**config.mk**
```make
export PLATFORM = sky130hd
export DESIGN_NAME = sar_adc_ctrl
export DESIGN_NICKNAME = d
export VERILOG_FILES = /design/src/rtl/sar_pkg.sv /design/src/rtl/sar_trig_sync.sv /design/src/rtl/sar_engine.sv /design/src/rtl/sar_result_bank.sv /design/src/rtl/sar_csr.sv /design/src/rtl/sar_adc_ctrl.sv
export SDC_FILE = /design/constraint.sdc
export NUM_CORES = 1
export LEC_CHECK = 0
export ABC_AREA = 1
export BUFFER_PORTS_ARGS = -buffer_cell sky130_fd_sc_hd__clkbuf_2
export CORE_ASPECT_RATIO = 0.9
export CORE_MARGIN = 4
export CORE_UTILIZATION = 50
export CTS_BUF_LIST = sky130_fd_sc_hd__clkbuf_2
export DETAILED_ROUTE_END_ITERATION = 7
export GPL_TIMING_DRIVEN = 0
export PLACE_DENSITY_LB_ADDON = 0.08
export SLEW_MARGIN = 5
export SYNTH_ARGS = -nofsm -noshare
export SYNTH_HDL_FRONTEND = slang
export SYNTH_SLANG_ARGS = --single-unit
```
**constraint.sdc**
```tcl
create_clock -name clk -period 3 [get_ports clk]
set_input_delay 0.15 -clock clk [delete_from_list [all_inputs] [get_ports clk]]
set_output_delay 0.15 -clock clk [all_outputs]
set_load 0.005 [all_outputs]
```
**src/rtl/sar_pkg.sv**
```systemverilog
`timescale 1ns/1ps
package sar_pkg;
  localparam int SAR_RES_W    = 10;
  localparam int SAR_CH_W     = 3;
  localparam int SAR_NRES     = 4;
  localparam int SAR_ADDR_W   = 3;
  localparam int SAR_SYNC_N   = 2;

  localparam int CSR_GO_BIT   = 0;
  localparam int CSR_DONE_BIT = 1;
  localparam int CSR_IE_BIT   = 2;
  localparam int CSR_MODE_BIT = 3;
  localparam int CSR_CH_LSB   = 4;

  typedef enum logic [1:0] {
    ENG_IDLE  = 2'd0,
    ENG_TRIAL = 2'd1,
    ENG_STORE = 2'd2
  } eng_state_e;
endpackage

```
**src/rtl/sar_trig_sync.sv**
```systemverilog
`timescale 1ns/1ps
module sar_trig_sync #(
  parameter int STAGES = 2
) (
  input  logic clk,
  input  logic rst_n,
  input  logic trig_i,
  output logic rise_o
);
  logic [STAGES-1:0] sync_q, sync_d;
  logic              last_q;

  always_comb begin
    sync_d[0] = trig_i;
    for (int i = 1; i < STAGES; i++) sync_d[i] = sync_q[i-1];
  end

  always_ff @(posedge clk or negedge rst_n) begin
    if (!rst_n) begin
      sync_q <= '0;
      last_q <= 1'b0;
    end else begin
      sync_q <= sync_d;
      last_q <= sync_q[STAGES-1];
    end
  end

  assign rise_o = sync_q[STAGES-1] & ~last_q;

  // An edge pulse lasts exactly one cycle.
  assert_rise_single_R10: assert property (@(posedge clk) disable iff (!rst_n)
    rise_o |=> !rise_o);
endmodule

```
**src/rtl/sar_engine.sv**
```systemverilog
`timescale 1ns/1ps
module sar_engine
  import sar_pkg::*;
#(
  parameter int RES_W = 10,
  parameter int CH_W  = 3,
  parameter int IDX_W = 2
) (
  input  logic             clk,
  input  logic             rst_n,
  input  logic             start_i,
  input  logic [CH_W-1:0]  start_ch_i,
  input  logic             abort_i,
  input  logic             cmp_hi_i,
  output logic             busy_o,
  output logic [RES_W-1:0] dac_code_o,
  output logic [CH_W-1:0]  chan_o,
  output logic             store_o,
  output logic [IDX_W-1:0] store_idx_o,
  output logic [RES_W-1:0] store_data_o
);
  localparam int POS_W = (RES_W > 1) ? $clog2(RES_W) : 1;
  localparam logic [POS_W-1:0] POS_TOP = POS_W'(RES_W - 1);

  eng_state_e       state_q, state_d;
  logic [POS_W-1:0] pos_q, pos_d;
  logic [RES_W-1:0] acc_q, acc_d;
  logic [CH_W-1:0]  ch_q, ch_d;
  logic [RES_W-1:0] trial_bit;
  logic             eng_en;
  logic             store_d;

  assign trial_bit = RES_W'(1) << pos_q;
  assign eng_en    = (state_q != ENG_IDLE) | start_i;

  always_comb begin
    state_d = state_q;
    pos_d   = pos_q;
    acc_d   = acc_q;
    ch_d    = ch_q;
    store_d = 1'b0;
    case (state_q)
      ENG_IDLE: begin
        if (start_i) begin
          state_d = ENG_TRIAL;
          pos_d   = POS_TOP;
          acc_d   = '0;
          ch_d    = start_ch_i;
        end
      end
      ENG_TRIAL: begin
        if (abort_i) begin
          state_d = ENG_IDLE;
        end else begin
          if (cmp_hi_i) acc_d = acc_q | trial_bit;
          if (pos_q == '0) state_d = ENG_STORE;
          else             pos_d   = pos_q - POS_W'(1);
        end
      end
      ENG_STORE: begin
        state_d = ENG_IDLE;
        store_d = ~abort_i;
      end
      default: state_d = ENG_IDLE;
    endcase
  end

  always_ff @(posedge clk or negedge rst_n) begin
    if (!rst_n) begin
      state_q <= ENG_IDLE;
      pos_q   <= '0;
      acc_q   <= '0;
      ch_q    <= '0;
    end else if (eng_en) begin
      state_q <= state_d;
      pos_q   <= pos_d;
      acc_q   <= acc_d;
      ch_q    <= ch_d;
    end
  end

  assign busy_o       = (state_q != ENG_IDLE);
  assign dac_code_o   = (state_q == ENG_TRIAL) ? (acc_q | trial_bit) : acc_q;
  assign chan_o       = ch_q;
  assign store_o      = store_d;
  assign store_idx_o  = ch_q[IDX_W-1:0];
  assign store_data_o = acc_q;

  assert_start_takes_R3: assert property (@(posedge clk) disable iff (!rst_n)
    (start_i && state_q == ENG_IDLE) |=> busy_o);

  // A conversion ends only through its store cycle or an abort.
  assert_end_cause_R8: assert property (@(posedge clk) disable iff (!rst_n)
    $fell(busy_o) |-> $past(abort_i || state_q == ENG_STORE));

  // Exactly one undecided bit is on trial at a time.
  assert_one_trial_bit_R4: assert property (@(posedge clk) disable iff (!rst_n)
    (state_q == ENG_TRIAL) |-> ($countones(dac_code_o & ~acc_q) == 1));

  assert_chan_held_R12: assert property (@(posedge clk) disable iff (!rst_n)
    (busy_o && $past(busy_o)) |-> $stable(chan_o));
endmodule

```
**src/rtl/sar_result_bank.sv**
```systemverilog
`timescale 1ns/1ps
module sar_result_bank #(
  parameter int NREG  = 4,
  parameter int W     = 10,
  parameter int IDX_W = 2
) (
  input  logic             clk,
  input  logic             rst_n,
  input  logic             wr_i,
  input  logic [IDX_W-1:0] wr_idx_i,
  input  logic [W-1:0]     wr_data_i,
  input  logic [IDX_W-1:0] rd_idx_i,
  output logic [W-1:0]     rd_data_o
);
  logic [W-1:0]    bank_q [NREG];
  logic [NREG-1:0] wen;

  for (genvar g = 0; g < NREG; g++) begin : g_wen
    assign wen[g] = wr_i && (wr_idx_i == IDX_W'(g));
  end

  always_ff @(posedge clk or negedge rst_n) begin
    if (!rst_n) begin
      for (int i = 0; i < NREG; i++) bank_q[i] <= '0;
    end else begin
      for (int i = 0; i < NREG; i++) begin
        if (wen[i]) bank_q[i] <= wr_data_i;
      end
    end
  end

  assign rd_data_o = bank_q[rd_idx_i];

  assert_write_lands_R5: assert property (@(posedge clk) disable iff (!rst_n)
    wr_i |=> (bank_q[$past(wr_idx_i)] == $past(wr_data_i)));
endmodule

```
**src/rtl/sar_csr.sv**
```systemverilog
`timescale 1ns/1ps
module sar_csr
  import sar_pkg::*;
#(
  parameter int RES_W  = 10,
  parameter int CH_W   = 3,
  parameter int ADDR_W = 3,
  parameter int IDX_W  = 2
) (
  input  logic                       clk,
  input  logic                       rst_n,
  input  logic                       bus_sel,
  input  logic                       bus_wr,
  input  logic                       bus_rd,
  input  logic [ADDR_W-1:0]          bus_addr,
  input  logic [CSR_CH_LSB+CH_W-1:0] bus_wdata,
  output logic [RES_W-1:0]           bus_rdata,
  input  logic                       busy_i,
  input  logic                       store_i,
  input  logic                       trig_rise_i,
  input  logic [RES_W-1:0]           res_data_i,
  output logic [IDX_W-1:0]           res_idx_o,
  output logic                       start_o,
  output logic [CH_W-1:0]            start_ch_o,
  output logic                       abort_o,
  output logic                       irq_o
);
  logic            done_q, done_d;
  logic            armed_q, armed_d;
  logic            ie_q, mode_q;
  logic [CH_W-1:0] ch_q;
  logic            csr_hit, wr_csr, rd_csr;
  logic            w_go, w_done, w_ie, w_mode;
  logic [CH_W-1:0] w_ch;
  logic            sw_start, hw_start, done_clr, flag_en;
  logic [RES_W-1:0] csr_word;

  assign csr_hit = (bus_addr == '0);
  assign wr_csr  = bus_sel & bus_wr & csr_hit;
  assign rd_csr  = bus_sel & bus_rd & csr_hit;

  assign w_go   = bus_wdata[CSR_GO_BIT];
  assign w_done = bus_wdata[CSR_DONE_BIT];
  assign w_ie   = bus_wdata[CSR_IE_BIT];
  assign w_mode = bus_wdata[CSR_MODE_BIT];
  assign w_ch   = bus_wdata[CSR_CH_LSB +: CH_W];

  assign sw_start   = wr_csr & w_go & ~w_mode & ~busy_i;
  assign hw_start   = trig_rise_i & ~mode_q & ~busy_i;
  assign start_o    = sw_start | hw_start;
  assign start_ch_o = sw_start ? w_ch : ch_q;
  assign abort_o    = wr_csr & ~w_go & busy_i;

  assign done_clr = wr_csr & ~w_done & armed_q & ~store_i;
  assign flag_en  = store_i | done_clr | rd_csr;

  always_comb begin
    done_d  = done_q;
    armed_d = armed_q;
    if (store_i) begin
      done_d = 1'b1;
    end else if (done_clr) begin
      done_d  = 1'b0;
      armed_d = 1'b0;
    end
    if (rd_csr && done_q && !done_clr) armed_d = 1'b1;
  end

  always_ff @(posedge clk or negedge rst_n) begin
    if (!rst_n) begin
      done_q  <= 1'b0;
      armed_q <= 1'b0;
    end else if (flag_en) begin
      done_q  <= done_d;
      armed_q <= armed_d;
    end
  end

  always_ff @(posedge clk or negedge rst_n) begin
    if (!rst_n) begin
      ie_q   <= 1'b0;
      mode_q <= 1'b0;
      ch_q   <= '0;
    end else if (wr_csr) begin
      ie_q   <= w_ie;
      mode_q <= w_mode;
      ch_q   <= w_ch;
    end
  end

  always_comb begin
    csr_word = '0;
    csr_word[CSR_GO_BIT]          = busy_i;
    csr_word[CSR_DONE_BIT]        = done_q;
    csr_word[CSR_IE_BIT]          = ie_q;
    csr_word[CSR_MODE_BIT]        = mode_q;
    csr_word[CSR_CH_LSB +: CH_W]  = ch_q;
  end

  assign res_idx_o = bus_addr[IDX_W-1:0];
  assign bus_rdata = csr_hit ? csr_word :
                     (bus_addr[ADDR_W-1] ? res_data_i : '0);
  assign irq_o     = done_q & ie_q;

  assert_done_needs_store_R5: assert property (@(posedge clk) disable iff (!rst_n)
    $rose(done_q) |-> $past(store_i));

  assert_clear_needs_read_R7: assert property (@(posedge clk) disable iff (!rst_n)
    $fell(done_q) |-> $past(armed_q));

  assert_irq_on_store_R6: assert property (@(posedge clk) disable iff (!rst_n)
    (store_i && ie_q && !wr_csr) |=> irq_o);

  assert_mode_blocks_R11: assert property (@(posedge clk) disable iff (!rst_n)
    (mode_q && !wr_csr) |-> !start_o);
endmodule

```
**src/rtl/sar_adc_ctrl.sv**
```systemverilog
`timescale 1ns/1ps
module sar_adc_ctrl
  import sar_pkg::*;
#(
  parameter int RES_W  = SAR_RES_W,
  parameter int CH_W   = SAR_CH_W,
  parameter int NRES   = SAR_NRES,
  parameter int ADDR_W = SAR_ADDR_W,
  parameter int SYNC_N = SAR_SYNC_N
) (
  input  logic                       clk,
  input  logic                       rst_n,
  input  logic                       bus_sel,
  input  logic                       bus_wr,
  input  logic                       bus_rd,
  input  logic [ADDR_W-1:0]          bus_addr,
  input  logic [CSR_CH_LSB+CH_W-1:0] bus_wdata,
  output logic [RES_W-1:0]           bus_rdata,
  input  logic                       ext_trig,
  input  logic                       cmp_hi,
  output logic [RES_W-1:0]           dac_code,
  output logic [CH_W-1:0]            chan_sel,
  output logic                       irq
);
  localparam int IDX_W = (NRES > 1) ? $clog2(NRES) : 1;

  logic [1:0]       rst_pipe_q;
  logic             rst_int_n;
  logic             trig_rise, start, abort, busy, store;
  logic [CH_W-1:0]  start_ch;
  logic [IDX_W-1:0] store_idx, rd_idx;
  logic [RES_W-1:0] store_data, rd_data;

  always_ff @(posedge clk or negedge rst_n) begin
    if (!rst_n) rst_pipe_q <= '0;
    else        rst_pipe_q <= {rst_pipe_q[0], 1'b1};
  end
  assign rst_int_n = rst_pipe_q[1];

  sar_trig_sync #(.STAGES(SYNC_N)) u_trig (
    .clk    (clk),
    .rst_n  (rst_int_n),
    .trig_i (ext_trig),
    .rise_o (trig_rise)
  );

  sar_csr #(.RES_W(RES_W), .CH_W(CH_W), .ADDR_W(ADDR_W), .IDX_W(IDX_W)) u_csr (
    .clk         (clk),
    .rst_n       (rst_int_n),
    .bus_sel     (bus_sel),
    .bus_wr      (bus_wr),
    .bus_rd      (bus_rd),
    .bus_addr    (bus_addr),
    .bus_wdata   (bus_wdata),
    .bus_rdata   (bus_rdata),
    .busy_i      (busy),
    .store_i     (store),
    .trig_rise_i (trig_rise),
    .res_data_i  (rd_data),
    .res_idx_o   (rd_idx),
    .start_o     (start),
    .start_ch_o  (start_ch),
    .abort_o     (abort),
    .irq_o       (irq)
  );

  sar_engine #(.RES_W(RES_W), .CH_W(CH_W), .IDX_W(IDX_W)) u_eng (
    .clk          (clk),
    .rst_n        (rst_int_n),
    .start_i      (start),
    .start_ch_i   (start_ch),
    .abort_i      (abort),
    .cmp_hi_i     (cmp_hi),
    .busy_o       (busy),
    .dac_code_o   (dac_code),
    .chan_o       (chan_sel),
    .store_o      (store),
    .store_idx_o  (store_idx),
    .store_data_o (store_data)
  );

  sar_result_bank #(.NREG(NRES), .W(RES_W), .IDX_W(IDX_W)) u_bank (
    .clk       (clk),
    .rst_n     (rst_int_n),
    .wr_i      (store),
    .wr_idx_i  (store_idx),
    .wr_data_i (store_data),
    .rd_idx_i  (rd_idx),
    .rd_data_o (rd_data)
  );
endmodule

```
* Word level (Yosys, flattened, before mapping)
Index checks and enable logic that the tools add are counted.
** Storage, ports and cells
- Output and inout port bits :: 24
- Word-level logic and storage cells :: 105
- Flip-flop bits (word level) :: 71
- Bits of input ports :: 17
** Cells by class
- Equal/unequal tests :: 11
- Magnitude comparators :: 1
- Bitwise gates (word level) :: 30
- Add/subtract/negate cells :: 1
- Shift operators :: 1
- Reductions and logical operators :: 21
- Multiplexer cells :: 24
** Operator list (number)
- $mux W10 :: 8
- $bmux W10 S2 :: 1
- $pmux W10 S2 :: 1
- $and A1 B1 Y1 :: 16
- $mux W4 :: 3
- $or A10 B10 Y10 :: 1
- $reduce_and A5 Y1 :: 2
- $shl A1 B4 Y10 const A :: 1
- $reduce_and A3 Y1 :: 3
- $not A1 Y1 :: 8
- $pmux W4 S2 :: 1
- $reduce_bool A2 Y1 :: 4
- $eq A2 B2 Y1 const B :: 3
- $logic_and A1 B1 Y1 :: 6
- $mux W2 :: 3
- $ne A2 B2 Y1 const B :: 3
- $mux W1 :: 5
- $eq A2 B1 Y1 const B :: 2
- $logic_not A2 Y1 :: 2
- $logic_not A4 Y1 :: 1
- $ne A2 B1 Y1 const B :: 2
- $or A1 B1 Y1 :: 4
- $pmux W2 S2 :: 1
- $sub A4 B1 Y4 const B :: 1
- other kinds (7) :: 7

* Depth between registers and ports, before layout
- Depth in word-level cells :: 12
- Gate-level depth with buffers :: 9
- Depth with buffers taken out :: 9

* Modules after synthesis
Synthesis repeated with hierarchy kept, for this count alone.
** Second synthesis, totals
- Cells, all modules :: 512
- Area, all modules :: 3797.4 um2
** By module, submodules not included
- sar_result_bank :: instances 1, area each 2093.3 um2, cells each 295, sequential area each 1001.0 um2
- sar_engine :: instances 1, area each 1026.0 um2, cells each 128, sequential area each 475.5 um2
- sar_csr :: instances 1, area each 539.3 um2, cells each 81, sequential area each 175.2 um2
- sar_trig_sync :: instances 1, area each 85.1 um2, cells each 5, sequential area each 75.1 um2
- sar_adc_ctrl :: instances 1, area each 53.8 um2, cells each 3, sequential area each 50.0 um2

* Worst setup path after synthesis
Ideal clock, no wire load.
- Path type :: register to register
- Start :: reg u_eng.state_q[0]
- End :: reg u_bank.bank_q[27] in the netlist's numbering
- Required time :: 2879 ps
- Setup time :: 121 ps
- Slack :: 1656 ps
- Period minus slack after synthesis :: 1344 ps
- Buffers on the path :: 1
- Cell stages (with the launch flop) :: 8
- Arrival time :: 1223 ps
- Cell sequence :: dfrtp_1 nor2_4 nor2_4 nand2_4 nand4_4 buf_6 nand2_1 o21ai_2
** Between the ends
- Longest elaborated chain between the ends :: 5
- Elaborated cells between the ends (all ways) :: 6
- Those cells by class :: eq/ne (1); mux (1); bitwise (2); reduce/logical (2)
** Ends and longest elaborated chain
- start, declared :: line sar_engine.sv:25 : eng_state_e state_q, state_d;
- start signal, assigned :: line sar_engine.sv:75 : state_q <= state_d;
- $reduce_bool A2 Y1 :: line sar_engine.sv:82 : assign busy_o = (state_q != ENG_IDLE);
- $and A1 B1 Y1 :: line sar_csr.sv:52 : assign abort_o = wr_csr & ~w_go & busy_i;
- $not A1 Y1 :: line sar_engine.sv:62 : store_d = ~abort_i;
- $mux W1 * :: line sar_engine.sv:42 : case (state_q)
- $logic_and A1 B1 Y1 * :: line sar_result_bank.sv:19 : assign wen[g] = wr_i && (wr_idx_i == IDX_W'(g));
- end signal, assigned by index :: line sar_result_bank.sv:27 : if (wen[i]) bank_q[i] <= wr_data_i;
- end, declared :: line sar_result_bank.sv:15 : logic [W-1:0] bank_q [NREG];
Mark *: on every way between the ends. The rest lies on a longest branch, timed or not.
A chain may end at the register's enable or synchronous reset.

* Final worst setup path
- Start :: reg u_eng.pos_q[2]
- End :: out dac_code[0]
** Between the ends
- Longest elaborated chain between the ends :: 3
** Ends and longest elaborated chain
- start, declared :: line sar_engine.sv:26 : logic [POS_W-1:0] pos_q, pos_d;
- start signal, assigned :: line sar_engine.sv:76 : pos_q <= pos_d;
- $shl A1 B4 Y10 :: line sar_engine.sv:33 : assign trial_bit = RES_W'(1) << pos_q;
- $or A10 B10 Y10 :: line sar_engine.sv:83 : assign dac_code_o = (state_q == ENG_TRIAL) ? (acc_q | trial_bit) : acc_q;
- $mux W10 :: line sar_engine.sv:83
- end, declared :: line sar_adc_ctrl.sv:21 : output logic [RES_W-1:0] dac_code,
No other way between the ends.

==> metrics.csv <==
metric,value,unit
routability cong.,0.881,
combinational cell fraction of total power,0.425,
most frequent cells in the layout,"nand2_1, dfrtp_1, clkbuf_2",
latest clock arrival within the worst-skew pair,500,ps
TNS Setup,0,ps
Sink Count,71,
asr flop ratio synth,1.00,
synth-to-layout area growth,14.2,%
first-pass GRT wire length,14800,microns
Crit Path Class,flop to primary output,
startpoint types,flop,
Synth Instances,427,
1st-iter DRT viols,184,
clock buffer depth,2,
dpl ws,1470,ps
post-DR wirelength/cell,14.7,microns
sequential share of the synthesized area,0.486,
"Period Utilization, post-route",0.694,
reg2reg setup slack,1160,ps
syn nets,449,
HPWL Detailed,6180,microns
final non-filler cell total,586,
Synth Warn #,0,
root buffer cell,clkbuf_2,
Avg Synthesized Cell Area,8.57,sq um
Peak supply drop,589,uV
fin util,0.590,
Worst Setup End Kind,primary output,
Die W,98.2,microns
Die Area,8750,sq um
final-report hold violation count,0,
fill cell count,669,
fin. max-slew vios,0,
FP Rows,29,
Final Total Pwr,3.21,mW
Sw Share,0.431,
slew margin rel.,0.623,
Final setup viols,0,
GRT Util Overall,0.215,
Vias/cell,5.28,
RSZ-0062 raised after global routing,false,
Port Buf Inserts,40,
share of cells above drive strength 1,0.191,
pwr dens,768,nW/um^2
worst-path maximum fanout,9,
Switch Pwr,1.38,mW
DRT Wirelength,8630,microns
# H-tree levels,3,
Internal Power,1.83,mW
initial antenna violation count,0,
"most common cell after layout, fill and taps aside",nand2_1,
synth unique cells,31,
number of remaining DRC errors,0,
vias in the first global route,2983,
TritonCTS clock tree,built,
flop and latch count out of synthesis,71,
Seq pwr share,0.445,
drt pass-1 iters,4,
n_diodes,0,
ANT nets after route,0,
measured slew at the worst slew-check pin,565,ps
data required time of the worst path,2850,ps
Static Leak,2.01,nW
"EDFF count, synth",0,
Inst Count DP,561,
Initial Util,0.517,
post-CTS sizing,0,
dominant cell type by area after synthesis,dfrtp_1,
Hold Crit Class,input pin to flop,
cts bufs inserted,9,
Most used DFF post-synth,dfrtp_1,
clock share of power,0.131,
final period demand of the worst path,2080,ps
Final #Nets,511,
outcome,finished clean,
Fin Clk Skew,33.8,ps
Post-Syn Area,3660,sq um
post-synth top area share,0.486,
critical path arrival,1930,ps
GRT Residual Overflow,0,
max-cap violation count,0,
largest net degree at the start of global routing,46,
core area,7080,sq um
clock slew at reported path FFs,200,ps
Ports,41,
main area contributors after synthesis,"dfrtp_1, nand2_1, o21ai_1, nand3_1, o21ai_0",
via count,3094,
Final WS setup,919,ps
Max Fclk,481,MHz
chip height,89.1,microns
what timing repair did:
action	in CTS	in global routing
hold endpoints to repair	13	0
setup buffers	0	0
hold buffers	10	0
final cells by class:
class | count | area (sq um) | share of cell area
clock buffer | 12 | 60.1 | 0.0144
buffer | 20 | 161 | 0.0386
clock inverter | 3 | 12.5 | 0.00299
timing repair buffer | 51 | 328 | 0.0785
tap | 93 | 116 | 0.0279
inverter | 36 | 135 | 0.0323
sequential | 71 | 1780 | 0.426
multi-input combinational | 300 | 1580 | 0.379
power by group through the flow:
stage,sequential [mW],combinational (mW),clock [mW]
global placement,1.45,1.31,0
detailed placement,1.45,1.35,0
floorplan,1.41,0.982,0
global route,1.47,1.57,0.485
CTS,1.43,1.37,0.438
finish,1.43,1.36,0.419
worst max-delay path, cell delays in order (launching register included):
cell	delay [ps]
dfrtp_1	390
buf_2	170
nor2_1	310
nand2_1	200
o21ai_0	220
clkbuf_2	150
per-layer routing:
layer	vias to the layer above	GRT usage	routed length [microns]
li1	1532	-	-
met1	1483	0.292	4010
met2	69	0.355	4090
met3	10	0.0523	440
met4	0	0.0533	90
met5	-	0	0
kinds of logic after synthesis:
| group | synth area share |
|---|---|
| and+or+nand+nor | 0.285 |
| DFF | 0.486 |
| adders and majority gates | 0.0171 |
| xor gates and xnor gates | 0.00240 |
| other | 0.00103 |
| AOI/OAI and AO/OA | 0.128 |
| buffers and inverters | 0.0811 |
sequential cells by signal (all words and copies together) (netlist names):
signal,count
u_bank.bank_q,40
u_eng.store_data_o,10
u_eng.pos_q,4
u_csr.ch_q,3
u_eng.chan_o,3
rst_pipe_q,2
u_eng.state_q,2
u_trig.sync_q,2
u_csr.armed_q,1
u_csr.done_q,1
u_csr.ie_q,1
u_csr.mode_q,1
u_trig.last_q,1
through the flow:
| step | area, sq um | hold WS (ps) |
|---|---|---|
| after floorplan | 3660 | -146 |
| after global placement | 3970 | -63.8 |
| after detailed placement | 4010 | -59.9 |
| after CTS | 4180 | 99.7 |
| after global routing | 4180 | 101 |
| final | 4180 | 126 |
cells in the mapped netlist (2+ instances only):
master,n
inv_1,30
nor2_1,18
o21ai_1,39
inv_2,5
a21oi_1,15
nand3_2,2
a22o_1,2
nand3_1,29
nor2_4,5
nand4_1,13
a31oi_1,3
buf_2,3
dfrtp_1,71
nand2_4,3
ha_1,5
clkbuf_1,6
buf_6,11
o21ai_0,27
nand4_4,4
nand2_1,123
nand3_4,3
worst paths after layout:
check,start,to,depth (start not counted)
worst max-delay path,u_eng.pos_q[2],dac_code[0],5
worst min-delay path,bus_wdata[0],u_eng.chan_o[0],5
worst max register to register,u_eng.state_q[0],u_csr.armed_q,6
worst min register to register,rst_pipe_q[1],u_eng.store_data_o[9],0
max in group asynchronous,rst_pipe_q[1],u_bank.bank_q[12],1
min in group asynchronous,rst_pipe_q[1],u_eng.store_data_o[9],0
(Power assumes the default switching activity.)
